**src/rtl/mrd_pkg.sv**
```systemverilog
package mrd_pkg;
   typedef struct packed {
      logic status;
      logic suppress;
      logic msg_err;
      logic host_req;
      logic bitword;
      logic lastcmd;
      logic tr_err;
      logic bcast;
   } mrd_dec_t;
endpackage

```
**src/rtl/mrd_addr_check.sv**
```systemverilog
module mrd_addr_check #(
   parameter int ADDR_W     = 5,
   parameter bit ODD_PARITY = 1'b1
) (
   input  logic [ADDR_W-1:0] cmd_addr,
   input  logic [ADDR_W-1:0] own_addr,
   input  logic              addr_par,
   input  logic              bcast_en,
   output logic              hit,
   output logic              bcast,
   output logic              par_bad
);
   localparam logic [ADDR_W-1:0] BCAST_ADDR = '1;

   logic own_hit;
   logic all_ones;

   assign own_hit  = (cmd_addr == own_addr);
   assign all_ones = (cmd_addr == BCAST_ADDR);
   assign bcast    = bcast_en && all_ones;
   assign hit      = own_hit || bcast;

   generate
      if (ODD_PARITY) begin : g_odd
         assign par_bad = ~^{own_addr, addr_par};
      end else begin : g_even
         assign par_bad = ^{own_addr, addr_par};
      end
   endgenerate
endmodule

```
**src/rtl/mrd_mode_rules.sv**
```systemverilog
module mrd_mode_rules
   import mrd_pkg::*;
#(
   parameter int CODE_W       = 5,
   parameter int CNT_W        = 6,
   parameter int CODE_TX_BIT  = 19,
   parameter int CODE_TX_LAST = 18
) (
   input  logic              tr_bit,
   input  logic [CODE_W-1:0] mode_code,
   input  logic [CNT_W-1:0]  data_count,
   input  logic              illegal,
   input  logic              bcast,
   output mrd_dec_t          dec
);
   localparam logic [CODE_W-1:0] TX_BIT  = CODE_W'(CODE_TX_BIT);
   localparam logic [CODE_W-1:0] TX_LAST = CODE_W'(CODE_TX_LAST);
   localparam logic [CNT_W-1:0]  ONE     = CNT_W'(1);

   logic with_word;
   assign with_word = mode_code[CODE_W-1];

   always_comb begin
      dec       = '0;
      dec.bcast = bcast;
      if (!with_word && !tr_bit) begin
         dec.msg_err  = 1'b1;
         dec.tr_err   = 1'b1;
         dec.suppress = 1'b1;
      end else if (with_word && !tr_bit && (data_count != ONE)) begin
         dec.msg_err  = 1'b1;
         dec.suppress = 1'b1;
      end else if (illegal) begin
         dec.status  = 1'b1;
         dec.msg_err = 1'b1;
      end else if (with_word && tr_bit) begin
         dec.status = 1'b1;
         if (mode_code == TX_BIT)       dec.bitword  = 1'b1;
         else if (mode_code == TX_LAST) dec.lastcmd  = 1'b1;
         else                           dec.host_req = 1'b1;
      end else begin
         dec.status = 1'b1;
      end
      if (bcast) begin
         dec.status   = 1'b0;
         dec.host_req = 1'b0;
         dec.bitword  = 1'b0;
         dec.lastcmd  = 1'b0;
         dec.suppress = 1'b1;
      end
   end
endmodule

```
**src/rtl/mode_resp_decider.sv**
```systemverilog
module mode_resp_decider
   import mrd_pkg::*;
#(
   parameter int ADDR_W       = 5,
   parameter int CODE_W       = 5,
   parameter int CNT_W        = 6,
   parameter int CODE_TX_BIT  = 19,
   parameter int CODE_TX_LAST = 18,
   parameter bit ODD_PARITY   = 1'b1
) (
   input  logic              clk,
   input  logic              rst_n,
   input  logic              cmd_valid,
   input  logic              is_mode,
   input  logic              tr_bit,
   input  logic [CODE_W-1:0] mode_code,
   input  logic [CNT_W-1:0]  data_count,
   input  logic [ADDR_W-1:0] cmd_addr,
   input  logic [ADDR_W-1:0] own_addr,
   input  logic              addr_par,
   input  logic              bcast_en,
   input  logic              illegal,
   output logic              dec_valid,
   output logic              resp_status,
   output logic              status_suppress,
   output logic              msg_err,
   output logic              host_req,
   output logic              send_bitword,
   output logic              send_lastcmd,
   output logic              tr_err,
   output logic              bcast_rx,
   output logic              addr_err
);
   localparam int CODE_SPAN = 1 << CODE_W;

   generate
      if (CODE_W < 2) begin : g_bad_code_w
         $error("CODE_W must be at least 2");
      end
      if (CODE_TX_BIT >= CODE_SPAN || CODE_TX_LAST >= CODE_SPAN) begin : g_bad_codes
         $error("special mode codes exceed CODE_W");
      end
      if (CODE_TX_BIT == CODE_TX_LAST) begin : g_same_codes
         $error("special mode codes must differ");
      end
      if (CNT_W < 2) begin : g_bad_cnt_w
         $error("CNT_W must be at least 2");
      end
   endgenerate

   logic     hit;
   logic     bcast;
   logic     par_bad;
   logic     take;
   mrd_dec_t dec_d;
   mrd_dec_t dec_q;
   logic     dv_q;
   logic     aerr_q;

   mrd_addr_check #(
      .ADDR_W     (ADDR_W),
      .ODD_PARITY (ODD_PARITY)
   ) u_addr (
      .cmd_addr (cmd_addr),
      .own_addr (own_addr),
      .addr_par (addr_par),
      .bcast_en (bcast_en),
      .hit      (hit),
      .bcast    (bcast),
      .par_bad  (par_bad)
   );

   mrd_mode_rules #(
      .CODE_W       (CODE_W),
      .CNT_W        (CNT_W),
      .CODE_TX_BIT  (CODE_TX_BIT),
      .CODE_TX_LAST (CODE_TX_LAST)
   ) u_rules (
      .tr_bit     (tr_bit),
      .mode_code  (mode_code),
      .data_count (data_count),
      .illegal    (illegal),
      .bcast      (bcast),
      .dec        (dec_d)
   );

   assign take = cmd_valid && is_mode && hit;

   always_ff @(posedge clk) begin
      if (!rst_n) begin
         dv_q   <= 1'b0;
         dec_q  <= '0;
         aerr_q <= 1'b0;
      end else begin
         dv_q   <= take;
         dec_q  <= take ? dec_d : '0;
         aerr_q <= par_bad;
      end
   end

   assign dec_valid       = dv_q;
   assign resp_status     = dec_q.status;
   assign status_suppress = dec_q.suppress;
   assign msg_err         = dec_q.msg_err;
   assign host_req        = dec_q.host_req;
   assign send_bitword    = dec_q.bitword;
   assign send_lastcmd    = dec_q.lastcmd;
   assign tr_err          = dec_q.tr_err;
   assign bcast_rx        = dec_q.bcast;
   assign addr_err        = aerr_q;
endmodule

```
**config.mk**
```make
export PLATFORM = sky130hd
export DESIGN_NAME = mode_resp_decider
export DESIGN_NICKNAME = d
export VERILOG_FILES = /design/src/rtl/mrd_pkg.sv /design/src/rtl/mrd_addr_check.sv /design/src/rtl/mrd_mode_rules.sv /design/src/rtl/mode_resp_decider.sv
export SDC_FILE = /design/constraint.sdc
export NUM_CORES = 1
export LEC_CHECK = 0
export ABC_AREA = 1
export CAP_MARGIN = 20
export CORE_AREA = 2 2 47 49
export DETAILED_ROUTE_END_ITERATION = 8
export DIE_AREA = 0 0 49 51
export PLACE_DENSITY = 0.67
export REMOVE_ABC_BUFFERS = 1
export SYNTH_ARGS = -nofsm -noshare
export SYNTH_HDL_FRONTEND = slang
export SYNTH_SLANG_ARGS = --single-unit
```
**constraint.sdc**
```tcl
create_clock -name clk -period 0.8 [get_ports clk]
set_input_delay 0.08 -clock clk [delete_from_list [all_inputs] [get_ports clk]]
set_output_delay 0.08 -clock clk [all_outputs]
set_load 0.01 [all_outputs]
```
# Word-level counts from Yosys, hierarchy flattened
# Index checks and enable logic that the tools add are counted.
# op_classes
n_mux	10
eq_ne	5
n_bitwise	3
reduce_logical	15
# op_table
operator	count
equality test 5 bit, second input constant	3
2-to-1 mux 1 bit	9
OR reduction 8 bit	1
logical AND 1 bit	7
OR reduction 7 bit	1
inequality test 6 x 1 -> 1 bit, second input constant	1
XNOR reduction 6 bit	1
equality test 5 bit	1
OR reduction 4 bit	1
inverter 1 bit	3
logical NOT 1 bit	2
2-to-1 mux 2 bit	1
AND reduction 2 bit	1
logical OR 1 bit	1
# totals
word_cells	43
input_bits	29
ff_bits	10

# Depth between registers and ports, before layout
# Gate-level depths: netlist of run 1.
# depth
word_depth	6
depth_mapped	8
mapped_depth_nobuf	8

# By module
# Synthesis of run 1 repeated with hierarchy kept, for this count alone.
# unflattened
hier_cells	112
hier_area_um2	684.4
# by_module_without_submodules
mod	n_inst	area_each_um2	cells_each
mode_resp_decider	1	339.1	31
mrd_addr_check	1	205.2	51
mrd_mode_rules	1	140.1	30

# Worst setup path before layout of run 1
# OpenSTA, ideal clock, no wires.
# synth_timing
kind	in2reg
start	input mode_code[3]
end	register dec_q (netlist bit send_bitword)
path_buffers	0
path_stages	4
slack_ns	0.081
arrival_ns	0.655
path_cell_list	nor2_1 -> nand4_1 -> or3_1 -> nor2_1
# synth_between
elab_chain_cells	2
# synth_lines
element	line	text
from (decl)	mode_resp_decider.sv:16	input logic [CODE_W-1:0] mode_code,
equality test 5 bit	mrd_mode_rules.sv:38	if (mode_code == TX_BIT) dec.bitword = 1'b1;
2-to-1 mux 1 bit	mrd_mode_rules.sv:38	
to (signal assigned)	mode_resp_decider.sv:96	dec_q <= take ? dec_d : '0;
to (decl)	mode_resp_decider.sv:56	mrd_dec_t dec_q;
# Every way passes these cells.
# A chain may end at the register's enable or synchronous reset.

# Worst setup path after layout of run 1
# layout_timing
start	register dec_q (netlist bit tr_err)
end	output tr_err
# layout_rtl
element	line	text
to (decl)	mode_resp_decider.sv:30	output logic tr_err,
# No word-level cell between the ends.

==> qor.txt, run 1 <==
Outcome: finished, final reports clean
EDFF count, synth: 0
Gate power share: 23.6%
Iteration count of the initial detailed-routing pass: 2
Tmin final: 771 ps
Leak: 0.573 nW
Share of the synthesized area in the top cell type: 34.7%
Layout cells sized above 1: 42.0%
Nets@finish: 173
GRT overflow: 0
Synth area leader: dfxtp_1
Die X: 49 µm
NetSw: 314 µW
I/O pins: 39
Largest delay contributor family on the critical path: flip-flops
Non-filler cells, final: 171
Worst rel slew slack: 85.4%
Required @ worst endpoint: 720 ps
Antenna Nets Post-Route: 0
Clock slew at reported path FFs: 60 ps
Core Area: 2060 µm²
Initial core utilization: 28.0%
Vias in the first global route: 636
Register area share after synthesis: 34.7%
Worst-margin pin slew: 218 ps
Crit end category: primary output
Layout overhead on the synthesized area: 76.8%
Dpl ws: -538 ps
#FFs+latches synth: 10
Slowest cell on crit path: dfxtp_2
Critical path peak fanout: 1
Total internal power: 928 µW
Critical path class: flop to primary output
Sw frac: 25.2%
Highest clock rate: 1300 MHz
Hold Crit Class: input port to flop
WL per Instance: 8.23 µm
Startpoint class of the critical path: flop
H-tree lvl count: 1
Final setup margin: 29.2 ps
Netlist Area Pre-Place: 577 µm²
Die Footprint: 2500 µm²
I/O Buffers: 38
Routed wire length: 1.41 mm
Yosys warnings: 0
Fin. Hold Viols: 0
Period utilization: 96.3%
Most common cell in the synthesized netlist: nand2_1
Worst-path cell chain: buf_6
Total area of sequential cells: 201 µm²
Post-Syn Area per Cell: 6.07 µm²
Footprint of the multi-input gates: 362 µm²
Finished Core Util: 49.4%
Placed Area: 1020 µm²
Final Instance Area: 1020 µm²
Sequential power share: 40.8%
Row cnt: 17
Clk root buf: clkbuf_4
Clock tree sinks: 10
# fillers: 237
Initial DRC Count: 4
DRC Markers: 0
Ranking of synthesized cells by area: dfxtp_1 (35%), nand2_1 (19%), inv_1 (13%)
Routed vias: 705
Via density per instance: 4.12
Pwr dens: 1220 nW/µm²
Max-Cap Viols: 0
Slew Viols, Final: 0
Critical Path Max Stage Delay: 320 ps
Unique masters post-synth: 17
Die H: 51 µm
Routability Congestion: 0.748
Top cells by count, synth: nand2_1 (29), inv_1 (20), nor2_1 (11)
CTS max path bufs: 2
Syn Inst Count: 95
Peak supply drop: 0.451 mV
Critical path buffers and inverters: 1
CTS hold repair buffers: 0
# diodes: 0
Main synth FF type: dfxtp_1
HPWL after DPL: 1.16 mm
FFs w/ async S/R, synth: 0%
GRT Total Usage: 11.9%
CTS Buf Count: 3
First-pass GRT wire length: 2.32 mm
Clk pwr share: 35.5%
PnR Total Power: 1.24 mW
Final setup fails: 0
Placed cells: 165
Worst Path Arrival: 690 ps
CTS tree: yes
Initial antenna violation count: 0
Largest net degree at the start of global routing: 7
## cell type report
| class | instances | area share [%] |
|---|---|---|
| Multi-Input combinational cell | 63 | 35.5 |
| Clock buffer | 4 | 3.56 |
| Timing Repair Buffer | 44 | 29.4 |
| Tap cell | 28 | 3.44 |
| Inverter | 22 | 8.34 |
| Sequential cell | 10 | 19.8 |
## path summary, 6_finish.rpt
path | startpoint | end | slack [ps] | cells after the start
worst max-delay path | tr_err | tr_err | 30 | 1
worst min-delay path | mode_code[2] | send_lastcmd | 100 | 4
## registers in the layout, summed over array words and instances (netlist names)
name             cells
send_bitword         1
resp_status          1
host_req             1
send_lastcmd         1
msg_err              1
addr_err             1
bcast_rx             1
status_suppress      1
tr_err               1
dec_valid            1
## cells in the final DEF, fill, tap and decap left out
cell             count
dfxtp_2              1
nor2_2               2
inv_1               18
clkbuf_8             1
buf_2                9
nor2_4               4
nand4_1              2
a21oi_1              2
nand2_2              6
clkbuf_2            15
buf_4                5
dfxtp_1              9
o21ai_1              2
nor3_2               1
clkdlybuf4s15_1      5
a21oi_2              4
xor2_1               1
nor2_1               7
inv_2                3
inv_4                1
dlygate4sd2_1        8
nand3_1              1
buf_6                2
or2_4                1
nand3_2              2
xnor2_1              2
or3_1                1
clkbuf_4             3
nor3_1               2
nand2_1             23
## through the flow
stage / TNS [ps] / hold slack (ps)
2_1_floorplan: 0 / 201
3_3_place_gp: -5480 / 649
3_5_place_dp: -5730 / 656
4_1_cts: 0 / 195
5_1_grt: -6.56 / 151
6_report: 0 / 102
## power by group through the flow
stage	Sequential [mW]	Combinational [mW]	Clock (mW)
after detailed placement	0.519	0.317	0
after floorplan	0.523	0.107	0
after CTS	0.507	0.297	0.445
after global routing	0.508	0.329	0.459
after global placement	0.518	0.309	0
final	0.507	0.294	0.441
## cell families (layout without fill, tap and decap cells)
group | after synthesis | after routing | share of synthesized area, %
buffers and inverters | 22 | 70 | 14.3
AO/OA/AOI/OAI | 8 | 8 | 6.94
AND/OR/NAND/NOR | 52 | 52 | 39.5
flip-flops | 10 | 10 | 34.7
XOR/XNOR | 3 | 3 | 4.56
## layer usage
metal / wire length [µm] / GRT usage, % / vias up
met1: 528 / 10.7 / 293
met5: 0 / 0 / -
met3: 98 / 2.92 / 3
met4: 20 / 7.14 / 0
li1: - / - / 380
met2: 760 / 24.0 / 29
## repair_timing
item	in CTS	in global routing
setup buffers	2	0
gates cloned	0	0
pin swaps	26	19
resized for setup	93	36
setup endpoints to repair	20	11
(Power assumes the default switching activity.)
==> inputs of run 2 (changes only) <==
CORE_AREA = 2 2 44 46   (was 2 2 47 49)
DIE_AREA = 0 0 46 48   (was 0 0 49 51)
PLACE_DENSITY = 0.72   (was 0.67)
REMOVE_ABC_BUFFERS = unset   (was 1)
clock period = 0.95 ns   (was 0.8 ns; I/O delays follow)
==> qor.txt, run 2 (synthesized netlist as in run 1, its figures left out) <==
I/O pins: 39 (unchanged)
Critical path class: flop to primary output (unchanged)
Routability Congestion: 0.736 (was 0.748)
Most common cell after layout, fill and taps aside: nand2_1 (unchanged)
Final setup margin: 31.0 ps (was 29.2 ps)
Largest delay contributor family on the critical path: flip-flops (unchanged)
Non-filler cells, final: 159 (was 171)
Gate power share: 24.0% (was 23.6%)
Max-Cap Viols: 0 (unchanged)
Routed wire length: 1.45 mm (was 1.41 mm)
Fin. Hold Viols: 0 (unchanged)
Clock slew at reported path FFs: 60 ps (about the same)
CTS max path bufs: 2 (unchanged)
Dpl ws: -397 ps (was -538 ps)
Crit end category: primary output (unchanged)
Pwr dens: 972 nW/µm² (was 1220 nW/µm²)
Layout overhead on the synthesized area: 86.6% (was 76.8%)
Iteration count of the initial detailed-routing pass: 3 (was 2)
Via density per instance: 4.35 (was 4.12)
GRT overflow: 0 (unchanged)
Layout cells sized above 1: 19.7% (was 42.0%)
Largest net degree at the start of global routing: 7 (unchanged)
Critical path peak fanout: 1 (unchanged)
Commonest cells after routing, fill and taps aside: nand2_1 (26), dlygate4sd2_1 (25), inv_1 (19), dfxtp_1 (10), nor2_1 (9) (was nand2_1 (23), inv_1 (18), clkbuf_2 (15), dfxtp_1 (9), buf_2 (9))
CTS hold repair buffers: 0 (unchanged)
Period utilization: 96.7%
Initial core utilization: 34.1% (was 28.0%)
Hold Crit Class: input port to flop (unchanged)
Worst rel slew slack: 86.8% (was 85.4%)
Worst Path Arrival: 820 ps (was 690 ps)
Outcome: finished, final reports clean (unchanged)
Required @ worst endpoint: 850 ps (was 720 ps)
Antenna Nets Post-Route: 0 (unchanged)
Total internal power: 793 µW (was 928 µW)
Slowest cell on crit path: dfxtp_1 (was dfxtp_2)
HPWL after DPL: 1.16 mm (about the same)
Core Area: 1690 µm² (was 2060 µm²)
Sw frac: 24.2% (was 25.2%)
Worst Hold Margin: 150 ps (was 102 ps)
Worst-path cell chain: dlygate4sd2_1 (was buf_6)
Critical path buffers and inverters: 1 (unchanged)
Clk pwr share: 35.2% (was 35.5%)
Die H: 48 µm (was 51 µm)
Leak: 0.638 nW (was 0.573 nW)
CTS Buf Count: 3 (unchanged)
Critical Path Max Stage Delay: 290 ps (was 320 ps)
Tmin final: 919 ps
Peak supply drop: 0.575 mV (was 0.451 mV)
NetSw: 254 µW (was 314 µW)
Clock tree sinks: 10 (unchanged)
Die X: 46 µm (was 49 µm)
# diodes: 0 (unchanged)
PnR Total Power: 1.05 mW (was 1.24 mW)
I/O Buffers: 38 (unchanged)
DRC Markers: 0 (unchanged)
Initial DRC Count: 3 (was 4)
Highest clock rate: 1090 MHz
Final setup fails: 0 (unchanged)
First-pass GRT wire length: 2.26 mm (was 2.32 mm)
Vias in the first global route: 568 (was 636)
GRT Total Usage: 14.1% (was 11.9%)
Initial antenna violation count: 0 (unchanged)
Worst-margin pin slew: 196 ps (was 218 ps)
# fillers: 168 (was 237)
Row cnt: 15 (was 17)
Sequential power share: 40.8% (about the same)
Synth Net Count: 124
CTS tree: yes (unchanged)
Routed vias: 691 (was 705)
Startpoint class of the critical path: flop (unchanged)
Nets@finish: 172 (was 173)
Die Footprint: 2210 µm² (was 2500 µm²)
Placed cells: 153 (was 165)
Slew Viols, Final: 0 (unchanged)
Clk root buf: clkbuf_4 (unchanged)
H-tree lvl count: 1 (unchanged)
WL per Instance: 9.09 µm (was 8.23 µm)
[run 2: cell types whose count changed in the layout (fill, tap and decap cells not counted), moves of 3 or more]
cell	previous run	this run
nand2_1	23	26
dlygate4sd2_1	8	25
buf_2	9	0
dlymetal6s2s_1	0	6
clkbuf_2	15	1
nand2_2	6	3
[run 2: cell type report]
type / count / area (µm²) / share of cell area, %
tap: 17 / 21.3 / 1.98
timing repair buffer: 43 / 397 / 36.9
sequential: 10 / 200 / 18.6
inverter: 22 / 82.6 / 7.67
clock buffer: 4 / 36.3 / 3.37
multi-input combinational: 63 / 339 / 31.5
[run 2: through the flow]
step           area (µm²)  util (%)  setup TNS [ps]
2_1_floorplan         577         -               0
3_3_place_gp         1000      59.3           -3220
3_5_place_dp         1000      59.3           -3390
4_1_cts              1030      61.1               0
5_1_grt              1080      63.7          -0.118
6_report             1080      63.7               0
[run 2: path summary, 6_finish.rpt]
path	endpoint	depth (start not counted)	slack, ps	startpoint
worst min-delay path	send_lastcmd	4	150	mode_code[3]
worst max-delay path	tr_err	1	30	tr_err
[run 2: metal layers]
metal / track usage (%) / routed length, µm / up-vias
met5: 0 / 0 / -
met4: 5.14 / 22 / 0
met3: 1.13 / 36 / 2
met2: 23.6 / 718 / 18
met1: 18.8 / 669 / 293
li1: - / - / 378
[run 2: timing repair]
action                     CTS  global route
resized for setup           37            19
buffers inserted             1             1
setup endpoints to repair   20            10
hold endpoints to repair     0             0
pin swaps                   13            13
[run 2: power groups by stage]
stage	registers, mW	clock network [mW]	logic [mW]
CTS	0.427	0.374	0.239
detailed placement	0.437	0	0.262
global route	0.427	0.389	0.280
global placement	0.437	0	0.257
floorplan	0.440	0	0.0900
finish	0.427	0.368	0.251
[run 2: tightest hold or removal path: stages]
cell            delay [ps]
dlymetal6s2s_1         100
nor2_2                  50
nand4_1                 80
nor2_1                  50
